`src/rtl/cascade_counter_pkg.sv`:
```
package cascade_counter_pkg;

    // Operating mode selected from the control inputs each cycle
    typedef enum logic [2:0] {
        MODE_CLEAR = 3'd0,
        MODE_LOAD  = 3'd1,
        MODE_HOLD  = 3'd2,
        MODE_UP    = 3'd3,
        MODE_DOWN  = 3'd4
    } ctr_mode_e;

endpackage

```
`src/rtl/cascade_counter_mode.sv`:
```
module cascade_counter_mode
    import cascade_counter_pkg::*;
(
    input  logic      rst,
    input  logic      load_en,
    input  logic      carry_in_n,
    input  logic      count_up,
    output ctr_mode_e mode
);

    // Priority: clear, then load, then enable, then direction
    always_comb begin
        unique casez ({rst, load_en, carry_in_n, count_up})
            4'b1???: mode = MODE_CLEAR;
            4'b01??: mode = MODE_LOAD;
            4'b001?: mode = MODE_HOLD;
            4'b0001: mode = MODE_UP;
            4'b0000: mode = MODE_DOWN;
            default: mode = MODE_HOLD;
        endcase
    end

endmodule

```
`src/rtl/cascade_counter_step.sv`:
```
module cascade_counter_step
    import cascade_counter_pkg::*;
#(
    parameter int WIDTH = 4
) (
    input  ctr_mode_e        mode,
    input  logic [WIDTH-1:0] cur,
    input  logic [WIDTH-1:0] load_val,
    output logic [WIDTH-1:0] nxt
);

    localparam logic [WIDTH-1:0] ONE = WIDTH'(1);

    // Modulo arithmetic gives the wrap in both directions
    always_comb begin
        unique case (mode)
            MODE_CLEAR: nxt = '0;
            MODE_LOAD:  nxt = load_val;
            MODE_HOLD:  nxt = cur;
            MODE_UP:    nxt = cur + ONE;
            MODE_DOWN:  nxt = cur - ONE;
            default:    nxt = cur;
        endcase
    end

endmodule

```
`src/rtl/cascade_counter_carry.sv`:
```
module cascade_counter_carry #(
    parameter int WIDTH = 4
) (
    input  logic [WIDTH-1:0] cur,
    input  logic             count_up,
    input  logic             carry_in_n,
    output logic             carry_out_n
);

    localparam logic [WIDTH-1:0] TOP = '1;

    logic at_end;

    // Terminal value depends on direction; no register on this path
    always_comb begin
        at_end      = count_up ? (cur == TOP) : (cur == '0);
        carry_out_n = ~(at_end & ~carry_in_n);
    end

endmodule

```
`src/rtl/cascade_counter.sv`:
```
module cascade_counter
    import cascade_counter_pkg::*;
#(
    parameter int WIDTH = 4
) (
    input  logic             clk,
    input  logic             rst,
    input  logic             carry_in_n,
    input  logic             count_up,
    input  logic             load_en,
    input  logic [WIDTH-1:0] load_val,
    output logic [WIDTH-1:0] count,
    output logic             carry_out_n
);

    ctr_mode_e        mode;
    logic [WIDTH-1:0] cnt_q;
    logic [WIDTH-1:0] cnt_d;

    cascade_counter_mode u_mode (
        .rst        (rst),
        .load_en    (load_en),
        .carry_in_n (carry_in_n),
        .count_up   (count_up),
        .mode       (mode)
    );

    cascade_counter_step #(.WIDTH(WIDTH)) u_step (
        .mode     (mode),
        .cur      (cnt_q),
        .load_val (load_val),
        .nxt      (cnt_d)
    );

    // State register: cleared the moment reset rises
    always_ff @(posedge clk or posedge rst) begin
        if (rst) begin
            cnt_q <= '0;
        end else begin
            cnt_q <= cnt_d;
        end
    end

    // Output process: a load is visible before any edge
    always_comb begin
        if (mode == MODE_LOAD) begin
            count = load_val;
        end else begin
            count = cnt_q;
        end
    end

    cascade_counter_carry #(.WIDTH(WIDTH)) u_carry (
        .cur         (count),
        .count_up    (count_up),
        .carry_in_n  (carry_in_n),
        .carry_out_n (carry_out_n)
    );

endmodule

```
`config.mk`:
```
export PLATFORM = sky130hd
export DESIGN_NAME = cascade_counter
export DESIGN_NICKNAME = d
export VERILOG_FILES = /design/src/rtl/cascade_counter_pkg.sv /design/src/rtl/cascade_counter_mode.sv /design/src/rtl/cascade_counter_step.sv /design/src/rtl/cascade_counter_carry.sv /design/src/rtl/cascade_counter.sv
export SDC_FILE = /design/constraint.sdc
export NUM_CORES = 1
export LEC_CHECK = 0
export ABC_CLOCK_PERIOD_IN_PS = 2000
export BUFFER_PORTS_ARGS = -buffer_cell sky130_fd_sc_hd__clkbuf_2
export CORE_AREA = 2 2 39 41
export DETAILED_ROUTE_END_ITERATION = 8
export DIE_AREA = 0 0 41 43
export GPL_TIMING_DRIVEN = 0
export PLACE_DENSITY = 0.53
export SLEW_MARGIN = 20
export SYNTH_ARGS = -nofsm -noshare
export SYNTH_HDL_FRONTEND = slang
export SYNTH_SLANG_ARGS = --single-unit
```
`constraint.sdc`:
```
create_clock -name clk -period 2 [get_ports clk]
set_clock_uncertainty 0.2 [all_clocks]
set_input_delay 0.3 -clock clk [delete_from_list [all_inputs] [get_ports clk]]
set_output_delay 0.3 -clock clk [all_outputs]
set_load 0.005 [all_outputs]
```
==> results.json <==
{
  "status": "complete, but fails checks",
  "violations": "setup timing",
  "yosysTopAreaCellShare_pct": 26.58,
  "avgRoutedWirePerCell_um": 11.41,
  "place_hpwl_um": 683,
  "critical_path.endpoint_type": "output pin",
  "tightest_slew_ps": 256.8,
  "synth_simple_gate_area_share_pct": 17.28,
  "power_frac_seq_pct": 32.7,
  "cts_max_level": 1,
  "rows": 14,
  "cp_top_family": "simple AND/OR/NAND/NOR gates",
  "rsz0062_at_grt": "yes",
  "firstDrtPassIters": 4,
  "routed-via-count": 367,
  "p_comb_share_pct": 33.8,
  "synth-xor-area-share_pct": 6.977,
  "fin_ws_ps": -217.2,
  "wl_um": 901,
  "report.final.slew_viol_count": 0,
  "clk_latency_ps": 230,
  "post-route-period-util_pct": 110.9,
  "hold_viol_final": 0,
  "place_area_um2": 484.2,
  "netlist_area_um2": 376.6,
  "yosysSeqAreaShare_pct": 26.58,
  "netlist_top_cells_area": "dfrtp_1 (27%), mux2i_1 (11%), mux2_4 (8.0%)",
  "max-cap-violations": 0,
  "area_growth_pct": 54.82,
  "setup_viol": 2,
  "yosysUniqueCellTypes": 19,
  "crit_path_cell_trace": "clkbuf_8 -> nor2b_4 -> mux2_4 -> or4_4 -> a21o_1 -> clkbuf_2",
  "power.internal_w": 0.0002084,
  "antenna_found_initial": 0,
  "io_pins": 14,
  "leakage_nw": 0.3068,
  "fp.dieH_um": 43,
  "ys_seq_elements": 4,
  "crit_fanout": 6,
  "worstSetupStartpointType": "input pin",
  "drt_iter0_drc": 3,
  "power.switching_w": 0.00007996,
  "drc": 0,
  "yosysWarnings": 0,
  "cts_inserted_buffers": 3,
  "die-area_um2": 1763,
  "p_clk_share_pct": 33.5,
  "synth_mux_area_share_pct": 18.60,
  "io_buffers": 12,
  "synth_compound_area_share_pct": 13.62,
  "critPathBufInv": 2,
  "synthAdderAreaFrac_pct": 11.96,
  "antenna_cells": 0,
  "cts_buffer_depth": 2,
  "cts_tree": "built",
  "viasPerCell": 4.646,
  "grt_max_degree": 9,
  "synth.avg_cell_area_um2": 8.758,
  "cts_root_buf": "clkbuf_4",
  "yosysTopAreaCell": "dfrtp_1",
  "design_area_um2": 583.1,
  "synth.net_count": 55,
  "clkSinkCount": 4,
  "die_w_um": 41,
  "switching_share_pct": 27.73,
  "place_ws_ps": -322.4,
  "hold_path_class": "input pin to register",
  "path_class": "input pin to output pin",
  "worstPathRequired_ps": 1500,
  "reg_top3": "cnt_q (4)",
  "power_density_nw_per_um2": 494.5,
  "grt_use_total_pct": 12.06,
  "synth_top_family_by_area": "multiplexers",
  "overflow": 0,
  "vdd_drop_max_uv": 261.4,
  "grt_pass1_vias": 363,
  "crit_arrival_ps": 1720,
  "core_area_um2": 1384,
  "clk_pin_slew_ps": 40,
  "largest_register_ffs": 4,
  "final_antenna_net_count": 0,
  "post-route-min-period_ps": 2217,
  "slew_headroom_pct": 82.39,
  "cpPeakStageDelay_ps": 500,
  "max_freq_mhz": 451.0,
  "drive_gt1_share_pct": 41.27,
  "final_nets": 77,
  "synthCells": 43,
  "start_util_pct": 27.22,
  "globalplace.congestion": 0.7583,
  "grt_pass1_wl_mm": 1.421,
  "cpMaxStageDelayCell": "or4_4",
  "regMostFlops": "cnt_q"
}
Yosys cell counts:
library cell,count
a21o_1,2
a21oi_1,3
a31oi_1,1
clkbuf_1,1
dfrtp_1,4
fa_1,1
ha_1,2
inv_1,4
mux2_4,2
mux2i_1,4
nand2_1,4
nand4_1,1
nor2_1,4
nor2b_2,1
nor4_1,1
o21ai_0,3
or3_1,1
or4_1,1
xnor2_1,3
per-layer routing:
metal / up-vias / track usage (%) / part of all wire (%)
met5: - / 0 / 0
met4: 0 / 8.000 / 0
met3: 0 / 1.571 / 5.3
met2: 13 / 19.69 / 50
met1: 165 / 13.58 / 45
li1: 189 / - / -
repair_timing:
item	4_1_cts	5_1_grt
gates cloned	0	0
buffers inserted	1	3
gates resized for setup	5	2
setup endpoints to repair	2	2
hold buffers	1	0
pin swaps	0	7
endpoints found under the hold margin	4	0
area by class of cell:
cell class	instances	area, um2
Clock buffer	3	22.52
Multi-Input combinational cell	34	285.3
Timing Repair Buffer	17	132.6
Buffer	1	7.507
Sequential cell	4	100.1
Inverter	4	15.01
Fill cell	140	800.8
Tap cell	16	20.02
placed cells by master (no fill, tap or decap), types with 3 or more instances in the layout:
cell type   n
clkbuf_2   10
nand2_1     4
inv_1       4
clkbuf_4    4
mux2i_1     4
nor2_1      4
dfrtp_1     4
xnor2_1     3
o21ai_0     3
buf_4       3
worst paths after layout:
check	start	end	slack, ps	cells past startpoint
worst min register to register	cnt_q[3]$_DFFE_PP0P_	cnt_q[3]$_DFFE_PP0P_	370	2
min in group asynchronous	rst	cnt_q[3]$_DFFE_PP0P_	370	3
max in group asynchronous	rst	cnt_q[1]$_DFFE_PP0P_	1070	3
worst min-delay path	rst	cnt_q[2]$_DFFE_PP0P_	100	2
worst max register to register	cnt_q[1]$_DFFE_PP0P_	cnt_q[3]$_DFFE_PP0P_	110	6
worst max-delay path	rst	carry_out_n	-220	6
power by group through the flow:
| stage | clock network [W] | logic, W | registers (W) |
|---|---|---|---|
| floorplan | 0 | 0.0000535 | 0.0000934 |
| detailed placement | 0 | 0.0000821 | 0.0000955 |
| CTS | 0.000101 | 0.0000918 | 0.0000944 |
| global placement | 0 | 0.0000815 | 0.0000956 |
| finish | 0.0000966 | 0.0000974 | 0.0000944 |
| global route | 0.000108 | 0.000112 | 0.0000954 |
logic make-up (layout without fill, tap and decap cells):
kind of cell | Yosys count | count (layout)
AO/OA/AOI/OAI | 9 | 9
XOR/XNOR | 3 | 3
multiplexers | 6 | 6
AND/OR/NAND/NOR | 13 | 13
flip-flops | 4 | 4
buffers and inverters | 5 | 25
adder cells (fa/ha/maj) | 3 | 3
stage by stage:
stage / power [W] / hold slack (ps) / std cells / setup TNS, ps / util (%)
6_report: 0.0002883 / 97.61 / 79 / -305.0 / 42.13
5_1_grt: 0.0003150 / 94.65 / 79 / -466.1 / 42.13
4_1_cts: 0.0002873 / 87.74 / 76 / -249.5 / 39.96
3_5_place_dp: 0.0001776 / 107.0 / 71 / -637.7 / 34.99
3_3_place_gp: 0.0001771 / 114.5 / 71 / -638.9 / 34.99
2_1_floorplan: 0.0001470 / -128.1 / 43 / -28.81 / -
No activity file was read; power rests on OpenSTA's default activity.
